[src/rtl/ext_ref_pkg.sv]
package ext_ref_pkg;

  typedef enum logic [1:0] {
    RATE_PPS  = 2'b00,
    RATE_50HZ = 2'b01,
    RATE_60HZ = 2'b10,
    RATE_32K  = 2'b11
  } rate_sel_e;

  function automatic int unsigned max4(input int unsigned a, input int unsigned b,
                                       input int unsigned c, input int unsigned d);
    int unsigned m;
    m = a;
    if (b > m) m = b;
    if (c > m) m = c;
    if (d > m) m = d;
    return m;
  endfunction

endpackage

[src/rtl/ers_pin_sync.sv]
module ers_pin_sync #(
  parameter int unsigned STAGES = 2
) (
  input  logic clk,
  input  logic rst_n,
  input  logic pin,
  output logic rise
);
  logic [STAGES:0] sh;

  always_ff @(posedge clk) begin
    if (!rst_n) sh <= '0;
    else        sh <= {sh[STAGES-1:0], pin};
  end

  assign rise = sh[STAGES-1] & ~sh[STAGES];
endmodule

[src/rtl/ers_ref_divider.sv]
module ers_ref_divider
  import ext_ref_pkg::*;
#(
  parameter int unsigned DIV_1HZ  = 1,
  parameter int unsigned DIV_50HZ = 50,
  parameter int unsigned DIV_60HZ = 60,
  parameter int unsigned DIV_32K  = 32768
) (
  input  logic       clk,
  input  logic       rst_n,
  input  logic       en,
  input  logic [1:0] rate_sel,
  input  logic       ref_rise,
  output logic       ext_tick
);
  localparam int unsigned MAXD = max4(DIV_1HZ, DIV_50HZ, DIV_60HZ, DIV_32K);
  localparam int unsigned CW   = (MAXD > 1) ? $clog2(MAXD) : 1;

  logic [CW-1:0] cnt;
  logic [CW-1:0] last;
  logic          at_last;

  always_comb begin
    unique case (rate_sel_e'(rate_sel))
      RATE_PPS:  last = CW'(DIV_1HZ - 1);
      RATE_50HZ: last = CW'(DIV_50HZ - 1);
      RATE_60HZ: last = CW'(DIV_60HZ - 1);
      default:   last = CW'(DIV_32K - 1);
    endcase
  end

  assign at_last  = (cnt >= last);
  assign ext_tick = en & ref_rise & at_last;

  always_ff @(posedge clk) begin
    if (!rst_n || !en) begin
      cnt <= '0;
    end else if (ref_rise) begin
      if (at_last) cnt <= '0;
      else         cnt <= cnt + 1'b1;
    end
  end
endmodule

[src/rtl/ers_prescaler.sv]
module ers_prescaler #(
  parameter int unsigned LOCAL_DIV = 32768
) (
  input  logic clk,
  input  logic rst_n,
  input  logic run,
  input  logic sub_tick,
  input  logic locked,
  input  logic ext_tick,
  output logic tick,
  output logic wrap
);
  localparam int unsigned PW   = (LOCAL_DIV > 2) ? $clog2(LOCAL_DIV) : 1;
  localparam logic [PW-1:0] LAST = PW'(LOCAL_DIV - 1);
  localparam logic [PW-1:0] HALF = PW'(LOCAL_DIV / 2);

  logic [PW-1:0] cnt;

  always_ff @(posedge clk) begin
    if (!rst_n) begin
      cnt  <= '0;
      tick <= 1'b0;
      wrap <= 1'b0;
    end else begin
      tick <= 1'b0;
      wrap <= 1'b0;
      if (!run) begin
        cnt <= '0;
      end else if (locked && ext_tick) begin
        cnt  <= '0;
        tick <= (cnt >= HALF);
      end else if (sub_tick) begin
        if (cnt == LAST) begin
          cnt  <= '0;
          tick <= 1'b1;
          wrap <= 1'b1;
        end else begin
          cnt <= cnt + 1'b1;
        end
      end
    end
  end
endmodule

[src/rtl/ers_los_monitor.sv]
module ers_los_monitor (
  input  logic clk,
  input  logic rst_n,
  input  logic en,
  input  logic local_wrap,
  input  logic ext_tick,
  input  logic clr,
  output logic los
);
  logic [1:0] miss;
  logic       set_now;

  assign set_now = en & local_wrap & ~ext_tick & (miss != 2'd0);

  always_ff @(posedge clk) begin
    if (!rst_n || !en) begin
      miss <= 2'd0;
    end else if (ext_tick || clr) begin
      miss <= 2'd0;
    end else if (local_wrap && miss != 2'd2) begin
      miss <= miss + 2'd1;
    end
  end

  always_ff @(posedge clk) begin
    if (!rst_n)       los <= 1'b0;
    else if (set_now) los <= 1'b1;
    else if (clr)     los <= 1'b0;
  end
endmodule

[src/rtl/ext_ref_sync.sv]
module ext_ref_sync #(
  parameter int unsigned LOCAL_DIV   = 32768,
  parameter int unsigned DIV_1HZ     = 1,
  parameter int unsigned DIV_50HZ    = 50,
  parameter int unsigned DIV_60HZ    = 60,
  parameter int unsigned DIV_32K     = 32768,
  parameter int unsigned SYNC_STAGES = 2
) (
  input  logic       clk,
  input  logic       rst_n,
  input  logic       ref_pin,
  input  logic       osc_sub_tick,
  input  logic       osc_en,
  input  logic       ext_en,
  input  logic [1:0] rate_sel,
  input  logic       los_clr,
  output logic       sec_tick,
  output logic       los_flag
);
  logic ref_rise;
  logic ext_tick;
  logic local_wrap;
  logic sync_en;
  logic locked;

  assign sync_en = ext_en & osc_en;
  assign locked  = sync_en & ~los_flag;

  ers_pin_sync #(.STAGES(SYNC_STAGES)) u_sync (
    .clk  (clk),
    .rst_n(rst_n),
    .pin  (ref_pin),
    .rise (ref_rise)
  );

  ers_ref_divider #(
    .DIV_1HZ (DIV_1HZ),
    .DIV_50HZ(DIV_50HZ),
    .DIV_60HZ(DIV_60HZ),
    .DIV_32K (DIV_32K)
  ) u_div (
    .clk     (clk),
    .rst_n   (rst_n),
    .en      (sync_en),
    .rate_sel(rate_sel),
    .ref_rise(ref_rise),
    .ext_tick(ext_tick)
  );

  ers_prescaler #(.LOCAL_DIV(LOCAL_DIV)) u_pre (
    .clk     (clk),
    .rst_n   (rst_n),
    .run     (osc_en),
    .sub_tick(osc_sub_tick),
    .locked  (locked),
    .ext_tick(ext_tick),
    .tick    (sec_tick),
    .wrap    (local_wrap)
  );

  ers_los_monitor u_los (
    .clk       (clk),
    .rst_n     (rst_n),
    .en        (sync_en),
    .local_wrap(local_wrap),
    .ext_tick  (ext_tick),
    .clr       (los_clr),
    .los       (los_flag)
  );
endmodule

[config.mk]
export PLATFORM = sky130hd
export DESIGN_NAME = ext_ref_sync
export DESIGN_NICKNAME = d
export VERILOG_FILES = /design/src/rtl/ext_ref_pkg.sv /design/src/rtl/ers_pin_sync.sv /design/src/rtl/ers_ref_divider.sv /design/src/rtl/ers_prescaler.sv /design/src/rtl/ers_los_monitor.sv /design/src/rtl/ext_ref_sync.sv
export SDC_FILE = /design/constraint.sdc
export NUM_CORES = 1
export LEC_CHECK = 0
export BUFFER_PORTS_ARGS = -buffer_cell sky130_fd_sc_hd__buf_4
export CORE_MARGIN = 2
export CORE_UTILIZATION = 55
export DETAILED_ROUTE_END_ITERATION = 7
export GPL_TIMING_DRIVEN = 0
export PLACE_DENSITY = 0.75
export RECOVER_POWER = 50
export SKIP_CTS_REPAIR_TIMING = 1
export SYNTH_ARGS = -nofsm -noshare
export SYNTH_HDL_FRONTEND = slang
export SYNTH_SLANG_ARGS = --single-unit
[constraint.sdc]
create_clock -name clk -period 1.9 [get_ports clk]
set_input_delay 0.095 -clock clk [delete_from_list [all_inputs] [get_ports clk]]
set_output_delay 0.095 -clock clk [all_outputs]
set_load 0.02 [all_outputs]
==> results.yml <==
cells_and_area:
  drive_gt1_share_pct: 24.09
  fill_cells: 318
  antenna_cells: 0
  final_core_util_pct: 67.94
  finish.net_count: 302
  stdcell_count: 324
  syn_to_final_growth_pct: 19.67
  final_area_um2: 2718
setup_path:
  startpoint_type: "flop"
  r2r_setup_slack_ns: -0.11
  path_cells: "inv_2, ha_4, or3b_1, a211o_1, nand4b_4, a31oi_4, buf_6, a211oi_2"
  arrival_ns: 2.22
  max_stage_delay_ns: 0.37
  critical_path.max_fanout: 7
  slowest_stage: "or3b_1"
  path_class: "flop to flop"
  required_ns: 2.11
  critPathCaptureType: "flop"
sta:
  finalMaxSlewViolations: 0
  max_freq_mhz: 497.1
  hold_viol: 0
  tightestPinTransition_ns: 0.8792
  fin_ws_ns: -0.1115
  setup_viol: 31
  finalCritPeriodShare_pct: 105.9
  tns_ns: -2.425
  slew-limit-headroom_pct: 41.39
  fin_crit_ns: 2.011
  worst_clock_skew_ns: 0.006233
  rsz0062_at_grt: "yes"
global_routing:
  grt_max_degree: 11
  gr-usage-all-layers_pct: 20.39
  grt_pass1_vias: 1600
  antenna_found_initial: 0
  grt_overflow_total: 0
  grt_pass1_wl_mm: 7.107
pwr:
  power_density_nw_per_um2: 535.1
  ir_drop_mv: 0.4328
  p_leak_uw: 0.001018
synthesis:
  async_reset_ff_share_pct: 0
  syn_area_per_cell_um2: 9.048
  yosysSeqAreaShare_pct: 33.50
  synth_seq_cells: 38
  synthCells: 251
  synth-warning-count: 0
  synth_nets: 278
  ys_types: 42
  synth_edf_count: 0
  synth_flop_cell: "dfxtp_1"
  syn_area_um2: 2271
outcome:
  violations: "setup timing"
  status: "finished with violations"
place:
  dpl.hpwl_mm: 3.086
  numPortBuffers: 9
  dp_cells: 310
  gp_congestion: 0.8193
  place_area_um2: 2417
detailed_routing:
  routed_wirelength_mm: 4.701
  dr.first_iter.drc_count: 88
  drt-pass1-iter-count: 4
  postRouteAntennaNets: 0
  wl_per_cell_um: 14.51
  viasPerCell: 5.738
  vias: 1859
  drc: 0
floorplan:
  pin_count: 11
  rows: 23
  fp.dieW_um: 68.26
  start_util_pct: 56.77
  die_h_um: 68.26
  die_area_um2: 4659
  coreArea_um2: 4000
hold_path:
  hp-class: "input port to flop"
cts:
  cts-root-buf: "clkbuf_8"
  cts_buffers: 5
  clk_path_buf_depth: 2
  cts_tree: "yes"
  htreeDepth: 2
  insertion_delay_ns: 0.29
  clkTransAtPathRegs_ns: 0.07
  cts_sinks: 38
flow_run:
  drv_cap: 0
area by class of cell:
type | instances | area, um^2 | share of cell area (%)
sequential | 38 | 762.0 | 28.04
tap | 50 | 62.56 | 2.302
inverter | 11 | 41.29 | 1.519
multi-input combinational | 193 | 1556 | 57.27
timing repair buffer | 17 | 158.9 | 5.847
buffer | 9 | 53.80 | 1.980
clock buffer | 6 | 82.58 | 3.039
synth_stat cells, types with 2 or more instances:
cell type / instances / area share [%]
nor3_2: 16 / 7.1
nor2_1: 13 / 2.1
xnor2_1: 11 / 4.2
a21o_1: 2 / 0.66
ha_1: 18 / 9.9
and4b_1: 2 / 0.88
a31oi_4: 2 / 1.9
a21oi_1: 4 / 0.88
and3_1: 9 / 2.5
nand4_1: 7 / 1.9
o21ai_0: 3 / 0.66
nor3_1: 11 / 2.4
nand2_1: 18 / 3.0
and4_1: 3 / 1.2
nor4_1: 6 / 1.7
clkbuf_1: 6 / 0.99
nand3_1: 25 / 5.5
dfxtp_1: 38 / 33
nand2b_1: 4 / 1.1
o221ai_1: 2 / 0.77
nor2b_1: 4 / 1.1
buf_6: 2 / 0.99
and2_1: 5 / 1.4
inv_1: 11 / 1.8
xor2_1: 12 / 4.6
layer usage:
layer | wire length [um] | part of all wire, % | up-vias | global-route usage (%)
met5 | 0 | 0 | - | 0
met4 | 38 | 0.81 | 0 | 7.250
met3 | 150 | 3.2 | 6 | 4.934
li1 | - | - | 955 | -
met1 | 2238 | 48 | 864 | 26.44
met2 | 2274 | 48 | 34 | 32.89
sequential cells by signal, summed over array words and instances, names as in the netlist:
| register | count |
|---|---|
| u_los.miss | 2 |
| u_div.cnt | 15 |
| u_pre.wrap | 1 |
| u_pre.tick | 1 |
| u_pre.cnt | 15 |
| u_los.los | 1 |
| u_sync.sh | 3 |
kinds of logic after synthesis:
logic type	share of synthesized area, %
DFF	33.50
and+or+nand+nor	34.10
xor gates and xnor gates	8.870
adders and majority gates	9.918
AOI/OAI and AO/OA	9.587
buffers and inverters	4.022
where the power goes:
part / leakage, uW / switching, uW / internal (uW)
Clock: 0.0000431 / 268 / 280
Sequential: 0.000307 / 2.92 / 800
Combinational: 0.000667 / 63.1 / 40.1
placed cells by master (no fill, tap or decap), drive strengths merged, types with 2 or more instances in the layout:
master,netlist,routed
nand2b,4,4
xor2,12,12
a21oi,4,4
a21o,2,2
and3,9,9
inv,11,11
a221oi,2,2
nand3,25,25
nor3,27,27
nor4,6,6
o221ai,2,2
xnor2,11,11
ha,18,18
a31oi,3,3
dfxtp,38,38
and4,3,3
nand4,7,7
clkbuf,7,15
and2,5,5
nand2,18,18
nor2b,4,4
and4b,2,2
buf,2,16
nor2,13,13
o21ai,4,4
stage by stage:
step | power (uW) | setup WS, ns | hold slack, ns
after detailed placement | 912.4 | -0.4199 | 0.2867
final | 1454 | -0.1115 | 0.01641
after global placement | 909.8 | -0.3760 | 0.2866
after global routing | 1500 | -0.1903 | 0.02137
after floorplan | 881.8 | 0.01895 | 0.1712
after CTS | 1456 | -0.2680 | -0.01807
worst max-delay path: cells and delay by family (launching register included):
kind | cells | cell delay [ns]
flip-flops | 1 | 0.35
buffers and inverters | 2 | 0.23
adder cells (fa/ha/maj) | 1 | 0.20
AND/OR/NAND/NOR | 2 | 0.51
AO/OA/AOI/OAI | 3 | 0.64
worst paths after layout:
path / startpoint / endpoint / cells after the start
worst max-delay path: u_div.cnt[0] / u_pre.cnt[0] / 8
worst min register to register: u_sync.sh[0] / u_sync.sh[1] / 1
worst min-delay path: ref_pin / u_sync.sh[0] / 2
worst max register to register: u_div.cnt[0] / u_pre.cnt[0] / 8
Power figures use the tool's default switching activity.
